$ cat config.mk
export PLATFORM = sky130hd
export DESIGN_NAME = spi_fifo_hub
export DESIGN_NICKNAME = d
export VERILOG_FILES = /design/src/rtl/spi_fifo_pkg.sv /design/src/rtl/spi_fifo_ring.sv /design/src/rtl/spi_fifo_dp.sv /design/src/rtl/spi_fifo_ctl.sv /design/src/rtl/spi_fifo_hub.sv
export SDC_FILE = /design/constraint.sdc
export NUM_CORES = 1
export LEC_CHECK = 0
export CAP_MARGIN = 5
export CORE_MARGIN = 1
export CORE_UTILIZATION = 50
export CTS_CLUSTER_SIZE = 28
export DETAILED_ROUTE_END_ITERATION = 6
export GPL_TIMING_DRIVEN = 0
export PLACE_DENSITY_LB_ADDON = 0.05
export SYNTH_ARGS = -nofsm -noshare
export SYNTH_HDL_FRONTEND = slang
export SYNTH_SLANG_ARGS = --single-unit
$ cat constraint.sdc
create_clock -name clk -period 3.6 [get_ports clk]
set_clock_uncertainty 0.15 [all_clocks]
set_input_delay 0.54 -clock clk [delete_from_list [all_inputs] [get_ports clk]]
set_output_delay 0.54 -clock clk [all_outputs]
set_load 0.02 [all_outputs]
$ cat src/rtl/spi_fifo_pkg.sv
package spi_fifo_pkg;
  // status byte bit positions
  localparam int ST_RX_OVF = 0;
  localparam int ST_TX_OVF = 1;
  localparam int ST_RX_EMP = 2;
  localparam int ST_TX_EMP = 3;
  localparam int ST_RX_THR = 4;

  // status bits that have an interrupt enable
  localparam logic [7:0] IRQ_SOURCES = 8'h1B;

  // strobes from control to datapath
  typedef struct packed {
    logic txPush;
    logic txPop;
    logic rxPush;
    logic rxPop;
  } fifoCtl_t;
endpackage

$ cat src/rtl/spi_fifo_ring.sv
module spi_fifo_ring #(
  parameter int WIDTH = 8,
  parameter int DEPTH = 16,
  localparam int PTR_W = (DEPTH > 1) ? $clog2(DEPTH) : 1,
  localparam int CNT_W = $clog2(DEPTH + 1)
) (
  input  logic             clk,
  input  logic             rstN,
  input  logic             push,
  input  logic [WIDTH-1:0] pushData,
  input  logic             pop,
  output logic [WIDTH-1:0] headData,
  output logic [CNT_W-1:0] count,
  output logic             full,
  output logic             empty
);
  logic [WIDTH-1:0] mem [DEPTH];
  logic [PTR_W-1:0] wrPtr, rdPtr;

  function automatic logic [PTR_W-1:0] nextPtr(input logic [PTR_W-1:0] p);
    return (p == PTR_W'(DEPTH - 1)) ? '0 : p + 1'b1;
  endfunction

  always_ff @(posedge clk) begin
    if (push) mem[wrPtr] <= pushData;
  end

  always_ff @(posedge clk) begin
    if (!rstN) begin
      wrPtr <= '0;
      rdPtr <= '0;
      count <= '0;
    end else begin
      if (push) wrPtr <= nextPtr(wrPtr);
      if (pop)  rdPtr <= nextPtr(rdPtr);
      case ({push, pop})
        2'b10:   count <= count + 1'b1;
        2'b01:   count <= count - 1'b1;
        default: count <= count;
      endcase
    end
  end

  assign headData = mem[rdPtr];
  assign full     = (count == CNT_W'(DEPTH));
  assign empty    = (count == '0);
endmodule

$ cat src/rtl/spi_fifo_dp.sv
module spi_fifo_dp
  import spi_fifo_pkg::*;
#(
  parameter int DATA_W = 8,
  parameter int DEPTH  = 16,
  localparam int CNT_W = $clog2(DEPTH + 1)
) (
  input  logic              clk,
  input  logic              rstN,
  input  fifoCtl_t          ctl,
  input  logic [DATA_W-1:0] hostTxData,
  input  logic [DATA_W-1:0] engRxData,
  output logic [DATA_W-1:0] engTxData,
  output logic [DATA_W-1:0] hostRxData,
  output logic [CNT_W-1:0]  txCount,
  output logic [CNT_W-1:0]  rxCount,
  output logic              txFull,
  output logic              txEmpty,
  output logic              rxFull,
  output logic              rxEmpty
);
  spi_fifo_ring #(.WIDTH(DATA_W), .DEPTH(DEPTH)) txRing (
    .clk(clk), .rstN(rstN),
    .push(ctl.txPush), .pushData(hostTxData), .pop(ctl.txPop),
    .headData(engTxData), .count(txCount), .full(txFull), .empty(txEmpty)
  );

  spi_fifo_ring #(.WIDTH(DATA_W), .DEPTH(DEPTH)) rxRing (
    .clk(clk), .rstN(rstN),
    .push(ctl.rxPush), .pushData(engRxData), .pop(ctl.rxPop),
    .headData(hostRxData), .count(rxCount), .full(rxFull), .empty(rxEmpty)
  );
endmodule

$ cat src/rtl/spi_fifo_ctl.sv
module spi_fifo_ctl
  import spi_fifo_pkg::*;
#(
  parameter int DATA_W = 8,
  parameter int THR_W  = 4,
  parameter int CNT_W  = 5
) (
  input  logic              clk,
  input  logic              rstN,
  input  logic              hostTxWrite,
  input  logic              engTxPop,
  input  logic              engRxStrobe,
  input  logic [DATA_W-1:0] engRxData,
  input  logic              hostRxRead,
  input  logic              statusRead,
  input  logic [THR_W-1:0]  rxThreshold,
  input  logic              dumpEnable,
  input  logic [DATA_W-1:0] dumpValue,
  input  logic [7:0]        irqEnable,
  input  logic              txFull,
  input  logic              txEmpty,
  input  logic              rxFull,
  input  logic              rxEmpty,
  input  logic [CNT_W-1:0]  rxCount,
  output fifoCtl_t          ctl,
  output logic [7:0]        statusByte,
  output logic              irq
);
  logic rxMatch, rxKeep, txOvfSet, rxOvfSet;
  logic txOvf, rxOvf, thrHit;

  assign rxMatch  = dumpEnable && (engRxData == dumpValue);
  assign rxKeep   = engRxStrobe && !rxMatch;
  assign txOvfSet = hostTxWrite && txFull;
  assign rxOvfSet = rxKeep && rxFull;

  always_comb begin
    ctl.txPush = hostTxWrite && !txFull;
    ctl.txPop  = engTxPop && !txEmpty;
    ctl.rxPush = rxKeep && !rxFull;
    ctl.rxPop  = hostRxRead && !rxEmpty;
  end

  // sticky overflow flags; a new overflow wins over a clearing read
  always_ff @(posedge clk) begin
    if (!rstN) begin
      txOvf <= 1'b0;
      rxOvf <= 1'b0;
    end else begin
      if (txOvfSet)        txOvf <= 1'b1;
      else if (statusRead) txOvf <= 1'b0;
      if (rxOvfSet)        rxOvf <= 1'b1;
      else if (statusRead) rxOvf <= 1'b0;
    end
  end

  assign thrHit = (rxThreshold != '0) && (rxCount >= CNT_W'(rxThreshold));

  always_comb begin
    statusByte            = '0;
    statusByte[ST_RX_OVF] = rxOvf;
    statusByte[ST_TX_OVF] = txOvf;
    statusByte[ST_RX_EMP] = rxEmpty;
    statusByte[ST_TX_EMP] = txEmpty;
    statusByte[ST_RX_THR] = thrHit;
  end

  always_ff @(posedge clk) begin
    if (!rstN) irq <= 1'b0;
    else       irq <= |(statusByte & irqEnable & IRQ_SOURCES);
  end
endmodule

$ cat src/rtl/spi_fifo_hub.sv
module spi_fifo_hub
  import spi_fifo_pkg::*;
#(
  parameter int DATA_W = 8,
  parameter int DEPTH  = 16,
  parameter int THR_W  = 4,
  localparam int CNT_W = $clog2(DEPTH + 1)
) (
  input  logic              clk,
  input  logic              rstN,
  input  logic              hostTxWrite,
  input  logic [DATA_W-1:0] hostTxData,
  input  logic              engTxPop,
  output logic [DATA_W-1:0] engTxData,
  output logic              engTxValid,
  input  logic              engRxStrobe,
  input  logic [DATA_W-1:0] engRxData,
  input  logic              hostRxRead,
  output logic [DATA_W-1:0] hostRxData,
  input  logic              statusRead,
  output logic [7:0]        statusByte,
  input  logic [THR_W-1:0]  rxThreshold,
  input  logic              dumpEnable,
  input  logic [DATA_W-1:0] dumpValue,
  input  logic [7:0]        irqEnable,
  output logic              irq
);
  fifoCtl_t         ctl;
  logic [CNT_W-1:0] txCount, rxCount;
  logic             txFull, txEmpty, rxFull, rxEmpty;

  spi_fifo_ctl #(.DATA_W(DATA_W), .THR_W(THR_W), .CNT_W(CNT_W)) ctlUnit (
    .clk(clk), .rstN(rstN),
    .hostTxWrite(hostTxWrite), .engTxPop(engTxPop),
    .engRxStrobe(engRxStrobe), .engRxData(engRxData),
    .hostRxRead(hostRxRead), .statusRead(statusRead),
    .rxThreshold(rxThreshold), .dumpEnable(dumpEnable),
    .dumpValue(dumpValue), .irqEnable(irqEnable),
    .txFull(txFull), .txEmpty(txEmpty), .rxFull(rxFull), .rxEmpty(rxEmpty),
    .rxCount(rxCount), .ctl(ctl), .statusByte(statusByte), .irq(irq)
  );

  spi_fifo_dp #(.DATA_W(DATA_W), .DEPTH(DEPTH)) dpUnit (
    .clk(clk), .rstN(rstN), .ctl(ctl),
    .hostTxData(hostTxData), .engRxData(engRxData),
    .engTxData(engTxData), .hostRxData(hostRxData),
    .txCount(txCount), .rxCount(rxCount),
    .txFull(txFull), .txEmpty(txEmpty), .rxFull(rxFull), .rxEmpty(rxEmpty)
  );

  assign engTxValid = !txEmpty;
endmodule

==> metrics.yaml <==
dr_wl_met2_um: 11000
fmax_mhz: 285
final_cell_mix: "edfxtp_1 (256), mux4_1 (51), clkdlybuf4s50_1 (45)"
cts_sinks: 293
first_pass_iters: 5
fin_cells: 1087
cp_slowest_cell: "mux4_1"
setup_ws_ps: 87.7
drt_iter0_markers: 402
setup_violations: 0
hold_start: "engRxData[2]"
critPathMaxStageDelay_ps: 600
post-route-drc-count: 0
dpl_worst_slack_ps: -1200
path_cells: "buf_6 > buf_8 > mux4_1 > mux4_2 > clkdlybuf4s50_1"
gr-total-overflow: 0
grt_util_all_layers_pct: 19.5
wl_met1_um: 10900
dp_cells: 1030
hold_viol: 0
place.gp.congestion: 0.785
grt_max_degree: 18
routed.top_layer: "met4"
synth-main-ff-cell: "edfxtp_1"
cts_root_buf: "clkbuf_16"
slew_viol_final: 0
critPathTopFamily: "multiplexers"
worstPathMaxFanout: 10
period_minus_slack_ps: 3510
cp-start-kind: "flip-flop"
grt_antenna_before_repair: 2
crit_arrival_ps: 2820
yosysUniqueCellTypes: 54
netlist_area_sq_mm: 0.0122
syn-mean-instance-area_sq_um: 18.9
vias_per_cell: 5.63
ys_warn_count: 0
die_y_um: 158
synth-async-reset-ratio_pct: 0
synth_edf_count: 256
drtAntennaViolNets: 0
synth_top_area_share_pct: 62.8
critical_path_required_ps: 2910
die-area_sq_mm: 0.0251
core_area_sq_mm: 0.0238
worstSetupPathType: "flip-flop to output pin"
cp-end-kind: "output pin"
tritoncts: "yes"
row_count: 56
final_common_cell: "edfxtp_1"
cts_made_buffers: 30
ir_drop_mv: 0.526
design_area_sq_mm: 0.0143
power_leakage_nw: 4.88
status: "finished, final reports clean"
clkTransAtPathRegs_ps: 60
min_period_over_period_pct: 97.6
placed_area_sq_mm: 0.0133
maxCapViolations: 0
drive_gt1_share_pct: 15.9
grt_pass1_vias: 6308
synth_area_leaders: "edfxtp_1 (63%), mux4_1 (12%), dfxtp_1 (6.1%), mux4_2 (4.6%), ha_1 (2.3%)"
boundaryPins: 70
power_density_mw_per_mm2: 658
min_path_type: "input pin to flip-flop"
rsz0062_at_grt: "false"
wl_per_cell_um: 21.5
synth_area_leader_cell: "edfxtp_1"
clockBufferDepth: 3
die_w_um: 158
portBuffers: 62
path_buf_inv: 3
antenna_cells: 0
seq_area_frac_synth_pct: 68.9
syn_inst: 646
cts_hold_buffers: 0
clock_latency_ps: 540
initial_core_util_pct: 51.5
wl_met3_um: 1030
worst_pin_slew_ps: 992
slew_headroom_pct: 33.6
area_delta_synth_final_pct: 16.9
finalWirelength_um: 23400
reg2reg_from: "dpUnit.txRing.count[0]"
ys_seq_elements: 293
vias: 6125
hpwl_um: 15700
layout.nets: 811
grt_pass1_wl_um: 35800
cts_max_level: 1
==> metrics by stage <==
step / util, % / total power [W] / hold WS [ps] / setup TNS, ps
4_1_cts: 60.0 / 0.00949 / 367 / -65.2
3_5_place_dp: 56.0 / 0.00651 / 361 / -8120
5_1_grt: 60.2 / 0.00982 / 280 / 0
2_1_floorplan: - / 0.00571 / 325 / 0
6_report: 60.2 / 0.00942 / 286 / 0
3_3_place_gp: 55.8 / 0.00645 / 346 / -7600
==> report_power, final <==
part	leakage (nW)	total [W]	internal (W)	switching, W
Combinational	1.80	0.00247	0.00128	0.00119
Clock	0.462	0.00297	0.00174	0.00123
Sequential	2.61	0.00398	0.00386	0.000121
Total	4.88	0.00942	0.00688	0.00254
==> routing by layer <==
| metal | vias to the layer above | track usage, % |
|---|---|---|
| met1 | 3140 | 28.6 |
| met3 | 30 | 3.54 |
| met5 | - | 0 |
| met2 | 131 | 30.4 |
| li1 | 2824 | - |
| met4 | 0 | 4.49 |
==> registers in the layout (all words and copies together) (netlist names), 4 cells and up, named ones only <==
name and flops:
dpUnit.rxRing.rdPtr 4, dpUnit.rxRing.wrPtr 4, dpUnit.rxRing.mem 128, dpUnit.txRing.mem 128, dpUnit.txRing.count 5, dpUnit.txRing.rdPtr 4
dpUnit.txRing.wrPtr 4, dpUnit.rxRing.count 5
==> final timing paths <==
kind,to,slack [ps],cells past startpoint
setup / recovery,engTxData[7],90,5
hold / removal,dpUnit.rxRing.mem[14][2],290,1
setup reg to reg,dpUnit.txRing.count[4],310,12
hold reg to reg,dpUnit.rxRing.wrPtr[0],370,2
==> final cells by class <==
type / count / area, sq um
plain buffers: 38 / 265
well taps: 319 / 399
inverters: 20 / 75.1
flip-flops and latches: 293 / 8430
multi-input cells: 297 / 3530
fillers: 1722 / 9450
clock buffers: 42 / 826
clock inverters: 14 / 135
repair buffers: 64 / 643
==> synthesized netlist by cell type (all sizes together) (2+ instances only) <==
library cell / n
edfxtp: 256
xnor2: 14
or3: 4
nor3b: 2
buf: 27
a21o: 3
o21a: 2
nor2b: 11
or4: 3
nor3: 8
xor2: 4
o31ai: 2
a21boi: 11
clkbuf: 11
nand3: 8
nor4: 4
and2: 9
nand2: 25
a22oi: 2
dfxtp: 37
o21ai: 11
mux4: 80
ha: 22
mux2i: 3
inv: 20
o22ai: 2
nor2: 18
and3: 16
nand2b: 7
a21oi: 10
==> worst register-to-register path: stages (launching register included) <==
cell and delay (ps):
dfxtp_1 370, nor4_4 330, a21boi_0 210, clkbuf_1 250
inv_1 100, ha_1 230, inv_1 120, fa_1 470
nor2b_1 120, o21ai_0 110, and3_1 210, or4_1 390
a21boi_0 160
==> kinds of logic after synthesis <==
family | Yosys count | synth area share [%]
AND/OR/NAND/NOR | 117 | 5.08
adder cells (fa/ha/maj) | 23 | 2.41
XOR/XNOR | 18 | 1.29
multiplexers | 83 | 16.7
AO/OA/AOI/OAI | 53 | 2.92
buffers and inverters | 58 | 2.70
flip-flops | 293 | 68.9
other | 1 | 0.0307
==> timing repair <==
item,CTS,global route
pin swaps,1,1
endpoints found under the setup margin,20,13
gates resized for setup,27,25
buffers inserted,0,1
Note: power is estimated with default switching activity, not from simulation.
